--- src/rtl/cfg_pkg.sv ---
package cfg_pkg;
    localparam int M_W     = 7;
    localparam int N_W     = 2;
    localparam int T_W     = 3;
    localparam int FRAME_W = T_W + N_W + M_W;

    typedef struct packed {
        logic [T_W-1:0] t;
        logic [N_W-1:0] n;
        logic [M_W-1:0] m;
    } cfg_t;
endpackage

--- src/rtl/cfg_sync.sv ---
module cfg_sync #(
    parameter int             W       = 1,
    parameter int             STAGES  = 2,
    parameter logic [W-1:0]   RST_VAL = '0
) (
    input  logic         clk,
    input  logic         rst_n,
    input  logic [W-1:0] din,
    output logic [W-1:0] dout
);
    logic [W-1:0] stg_d [STAGES];
    logic [W-1:0] stg_q [STAGES];

    always_comb begin
        stg_d[0] = din;
        for (int i = 1; i < STAGES; i++) begin
            stg_d[i] = stg_q[i-1];
        end
    end

    always_ff @(posedge clk or negedge rst_n) begin
        if (!rst_n) begin
            for (int i = 0; i < STAGES; i++) stg_q[i] <= RST_VAL;
        end else begin
            for (int i = 0; i < STAGES; i++) stg_q[i] <= stg_d[i];
        end
    end

    assign dout = stg_q[STAGES-1];
endmodule

--- src/rtl/cfg_shift.sv ---
module cfg_shift #(
    parameter int W = 12
) (
    input  logic         clk,
    input  logic         rst_n,
    input  logic         shift_en,
    input  logic         bit_in,
    output logic [W-1:0] word_o
);
    logic [W-1:0] word_d, word_q;

    always_comb begin
        word_d = word_q;
        if (shift_en) word_d = {word_q[W-2:0], bit_in};
    end

    always_ff @(posedge clk or negedge rst_n) begin
        if (!rst_n) word_q <= '0;
        else        word_q <= word_d;
    end

    assign word_o = word_q;
endmodule

--- src/rtl/cfg_loader.sv ---
module cfg_loader
    import cfg_pkg::*;
#(
    parameter int SYNC_STAGES = 2
) (
    input  logic           clk,
    input  logic           rst_n,
    input  logic           par_load_i,
    input  logic [M_W-1:0] par_m_i,
    input  logic [N_W-1:0] par_n_i,
    input  logic           ser_clk_i,
    input  logic           ser_dat_i,
    input  logic           ser_load_i,
    output logic [M_W-1:0] cfg_m_o,
    output logic [N_W-1:0] cfg_n_o,
    output logic [T_W-1:0] cfg_t_o
);
    localparam int PAR_W  = 1 + M_W + N_W;
    localparam int BOOT_W = $clog2(SYNC_STAGES + 2);
    localparam logic [BOOT_W-1:0] BOOT_AT = BOOT_W'(SYNC_STAGES);

    typedef struct packed {
        cfg_t              cfg;
        logic [BOOT_W-1:0] boot;
        logic              sc_prev;
    } state_t;

    logic [PAR_W-1:0] par_s;
    logic [2:0]       ser_s;
    logic             pl_s, sc_s, sd_s, sl_s;
    logic [M_W-1:0]   m_s;
    logic [N_W-1:0]   n_s;
    logic [FRAME_W-1:0] frame;
    logic             shift_en, boot_fire;
    state_t           st_d, st_q;

    cfg_sync #(.W(PAR_W), .STAGES(SYNC_STAGES), .RST_VAL({PAR_W{1'b1}})) u_par_sync (
        .clk(clk), .rst_n(rst_n),
        .din({par_load_i, par_m_i, par_n_i}), .dout(par_s)
    );

    cfg_sync #(.W(3), .STAGES(SYNC_STAGES), .RST_VAL(3'b000)) u_ser_sync (
        .clk(clk), .rst_n(rst_n),
        .din({ser_clk_i, ser_dat_i, ser_load_i}), .dout(ser_s)
    );

    assign {pl_s, m_s, n_s} = par_s;
    assign {sc_s, sd_s, sl_s} = ser_s;
    assign shift_en  = sc_s & ~st_q.sc_prev;
    assign boot_fire = (st_q.boot == BOOT_AT);

    cfg_shift #(.W(FRAME_W)) u_shift (
        .clk(clk), .rst_n(rst_n),
        .shift_en(shift_en), .bit_in(sd_s), .word_o(frame)
    );

    always_comb begin
        st_d         = st_q;
        st_d.sc_prev = sc_s;
        if (st_q.boot <= BOOT_AT) st_d.boot = st_q.boot + 1'b1;
        if (!pl_s) begin
            st_d.cfg = '{t: '0, n: n_s, m: m_s};
        end else if (sl_s) begin
            st_d.cfg = cfg_t'(frame);
        end else if (boot_fire) begin
            st_d.cfg = '{t: '0, n: n_s, m: m_s};
        end
    end

    always_ff @(posedge clk or negedge rst_n) begin
        if (!rst_n) begin
            st_q.cfg     <= '{t: '0, n: '1, m: '1};
            st_q.boot    <= '0;
            st_q.sc_prev <= 1'b0;
        end else begin
            st_q <= st_d;
        end
    end

    assign cfg_m_o = st_q.cfg.m;
    assign cfg_n_o = st_q.cfg.n;
    assign cfg_t_o = st_q.cfg.t;
endmodule

--- config.mk ---
export PLATFORM = sky130hd
export DESIGN_NAME = cfg_loader
export DESIGN_NICKNAME = d
export VERILOG_FILES = /design/src/rtl/cfg_pkg.sv /design/src/rtl/cfg_sync.sv /design/src/rtl/cfg_shift.sv /design/src/rtl/cfg_loader.sv
export SDC_FILE = /design/constraint.sdc
export NUM_CORES = 1
export LEC_CHECK = 0
export BUFFER_PORTS_ARGS = -buffer_cell sky130_fd_sc_hd__clkbuf_2
export CORE_UTILIZATION = 63
export CTS_BUF_LIST = sky130_fd_sc_hd__clkbuf_8
export DETAILED_ROUTE_END_ITERATION = 8
export HOLD_SLACK_MARGIN = 0.02
export PLACE_DENSITY = 0.84
export SETUP_SLACK_MARGIN = 0.05
export SLEW_MARGIN = 0
export SYNTH_ARGS = -nofsm -noshare
export SYNTH_HDL_FRONTEND = slang
export SYNTH_SLANG_ARGS = --single-unit
--- constraint.sdc ---
create_clock -name clk -period 1.9 [get_ports clk]
set_input_delay 0 -clock clk [delete_from_list [all_inputs] [get_ports clk]]
set_output_delay 0 -clock clk [all_outputs]
set_load 0.05 [all_outputs]
==> summary.md <==
| Metric | Value |
|---|---|
| Endpoint type of the worst setup path | `register` |
| Max Clock Skew | `5.99 ps` |
| Worst path max stage delay | `420 ps` |
| R2r startpoint | `st_q[1]` |
| ANT cells | `0` |
| Register area share after synthesis | `71.1%` |
| Total gr overflow | `0` |
| Number of distinct library cells after synthesis | `21` |
| Post-Syn Nets | `144` |
| FP Rows | `19` |
| Pwr dens | `1150 nW/µm²` |
| RSZ-0062 raised after global routing | `false` |
| Max layer used | `met4` |
| Via Count | `1033` |
| FF-to-FF End | `cfg_m_o[5]` |
| Iteration-0 DRC Markers | `27` |
| Average wire per standard cell | `15.8 µm` |
| Clk Tree Root Cell | `clkbuf_8` |
| Largest net degree at the start of global routing | `31` |
| Synthesized cell area | `1920 µm²` |
| Port bufs | `26` |
| Mapped Cells | `127` |
| WP buf/inv | `2` |
| # clock sinks | `53` |
| Share of cells above drive strength 1 | `49.1%` |
| Yosys top cell area share | `39.8%` |
| Post-synth top area cell | `dfstp_2` |
| TritonCTS clock tree | `done` |
| Gpl congestion | `0.759` |
| Critical Path, Cell by Cell | `inv_1, ha_1, inv_1, o21ai_2, a21oi_1` |
| Die Area | `3270 µm²` |
| Peak supply drop | `0.795 mV` |
| Final Cycle Share | `82.5%` |
| Core area | `2830 µm²` |
| Area grow syn2layout | `14.9%` |
| Drt pass-1 iters | `6` |
| Setup Fix Bufs, Post-CTS | `0` |
| Final Setup Violations | `0` |
| Arr. time, crit path | `1780 ps` |
| Fmax achieved | `638 MHz` |
| Die span in x | `57.2 µm` |
| WS Path Type | `register to register` |
| Via density | `5.38` |
| Fin. Hold Viols | `0` |
| First-pass GRT wire length | `5150 µm` |
| Slowest-stage cell, CP | `dfrtp_1` |
| Worst-path fanout max | `11` |
| GRT Util Overall | `22.0%` |
| # IOs | `27` |
| DR WL met3 | `102 µm` |
| Initial antenna violation count | `0` |
| Cts repair resizes | `0` |
| Number of synthesized register bits | `53` |
| M1 wire length | `1280 µm` |
| Worst Tran Pin Value | `709 ps` |
| Yosys warnings | `0` |
| Post-DP HPWL | `1940 µm` |
| H-tree levels | `2` |
| Drt drc | `1` |
| Final Instance Count excl. Fillers | `192` |
| Hold_buf cts | `14` |
| Die Height | `57.2 µm` |
| Worst hold path type | `primary input to async pin` |
| Initial Util | `67.8%` |
| Routed Antenna Nets | `0` |
| CTS Buf Count | `5` |
| CP delay by family, top | `compound AO/OA/AOI/OAI gates` |
| Cell mode on critical path | `inv_1` |
| Slew HR | `52.7%` |
| Setup_tns | `0 ps` |
| Routed WL | `3030 µm` |
| Vias in the first global route | `1160` |
| Max Cap Viol | `0` |
| Worst skew pair latency | `300 ps` |
| Mean Syn Cell Area | `15.1 µm²` |
| Failing checks | `DRC` |
| Startpoint type of the worst setup path | `register` |
| Reg clk slew, reported paths | `90 ps` |
| Reg-to-reg slack, setup | `330 ps` |
| Final net count | `177` |
| Met2 WL | `1610 µm` |
| Min cycle time layout | `1570 ps` |
| Synth top area cells | `dfstp_2 (40%), dfrtp_1 (31%), mux2_2 (7.0%)` |
| Required time worst endpoint | `2110 ps` |
| Lkg Pwr | `1.00 nW` |
| Reg2Reg Depth | `5` |
| Placed cells | `170` |
| Status | `finished with violations` |
| CTS max path bufs | `2` |
| Fin. max-slew vios | `0` |
[worst max path at each step]
stage | from | end | slack [ps] | cells past startpoint
floorplan | st_q[1] | cfg_m_o[0] | 650 | 6
global placement | st_q[1] | cfg_m_o[6] | 480 | 5
detailed placement | st_q[1] | cfg_m_o[2] | 330 | 5
CTS | st_q[1] | cfg_m_o[5] | 320 | 5
global route | st_q[1] | cfg_m_o[6] | 140 | 5
finish | st_q[1] | cfg_m_o[5] | 330 | 5
[synth_stat cells]
cell type,n
a21oi_1,9
a22oi_1,3
buf_2,1
buf_4,13
buf_6,2
dfrtp_1,24
dfstp_2,29
ha_1,2
inv_1,11
mux2_2,12
nand2_1,2
nand2b_4,1
nand3b_1,1
nor2_1,1
nor2b_1,3
nor2b_2,1
o21ai_0,1
o21ai_2,1
o31ai_1,1
o32ai_1,8
xnor2_1,1
[registers in the layout, indices dropped and copies added (netlist names)]
| name | cells |
|---|---|
| cfg_m_o | 7 |
| u_par_sync.stg_d | 10 |
| u_ser_sync.dout | 3 |
| cfg_n_o | 2 |
| u_par_sync.dout | 10 |
| u_ser_sync.stg_d | 3 |
| u_shift.word_o | 12 |
| cfg_t_o | 3 |
| st_q | 3 |
[stage by stage]
step	hold slack, ps	total power, mW	util (%)	worst slack [ps]	cell area, µm²
finish	282	2.53	77.8	333	2200
CTS	295	2.55	77.8	317	2200
global placement	73.7	1.90	69.8	484	1980
floorplan	-296	1.85	-	653	1920
global route	315	2.64	77.8	144	2200
detailed placement	80.7	1.93	69.8	333	1980
[final cells by class]
| type | count | area (µm²) |
|---|---|---|
| Timing Repair Buffer | 42 | 285 |
| Fill cell | 161 | 627 |
| Tap cell | 31 | 38.8 |
| Clock buffer | 5 | 68.8 |
| Multi-Input combinational cell | 47 | 388 |
| Inverter | 11 | 41.3 |
| Clock inverter | 3 | 17.5 |
| Sequential cell | 53 | 1360 |
[cell usage in the layout (no fill, tap or decap), types with 3 or more instances in the layout]
cell            n
dfstp_2        29
clkbuf_2       26
dfrtp_1        24
dlygate4sd3_1  14
inv_1          12
mux2_2         12
a21oi_1         9
o32ai_1         8
clkbuf_8        5
a22oi_1         3
nor2b_1         3
[metal layers]
metal	up-vias	track usage (%)
met3	4	5.44
met5	-	0
met4	0	10.5
met2	25	37.5
met1	523	26.5
li1	481	-
[cell families (layout without fill, tap and decap cells)]
kind of cell	count (synthesis)	after routing	synth area share, %
AO/OA/AOI/OAI	23	23	8.29
XOR/XNOR	1	1	0.457
adder cells (fa/ha/maj)	2	2	1.31
buffers and inverters	27	61	8.68
flip-flops	53	53	71.1
multiplexers	12	12	7.05
AND/OR/NAND/NOR	9	9	3.13
[where the power goes]
part / internal (mW) / switching, mW / leakage [nW]
Combinational: 0.190 / 0.270 / 0.360
Clock: 0.258 / 0.344 / 0.0497
Sequential: 1.35 / 0.120 / 0.591
Total: 1.80 / 0.733 / 1.00
Power figures use the tool's default switching activity.
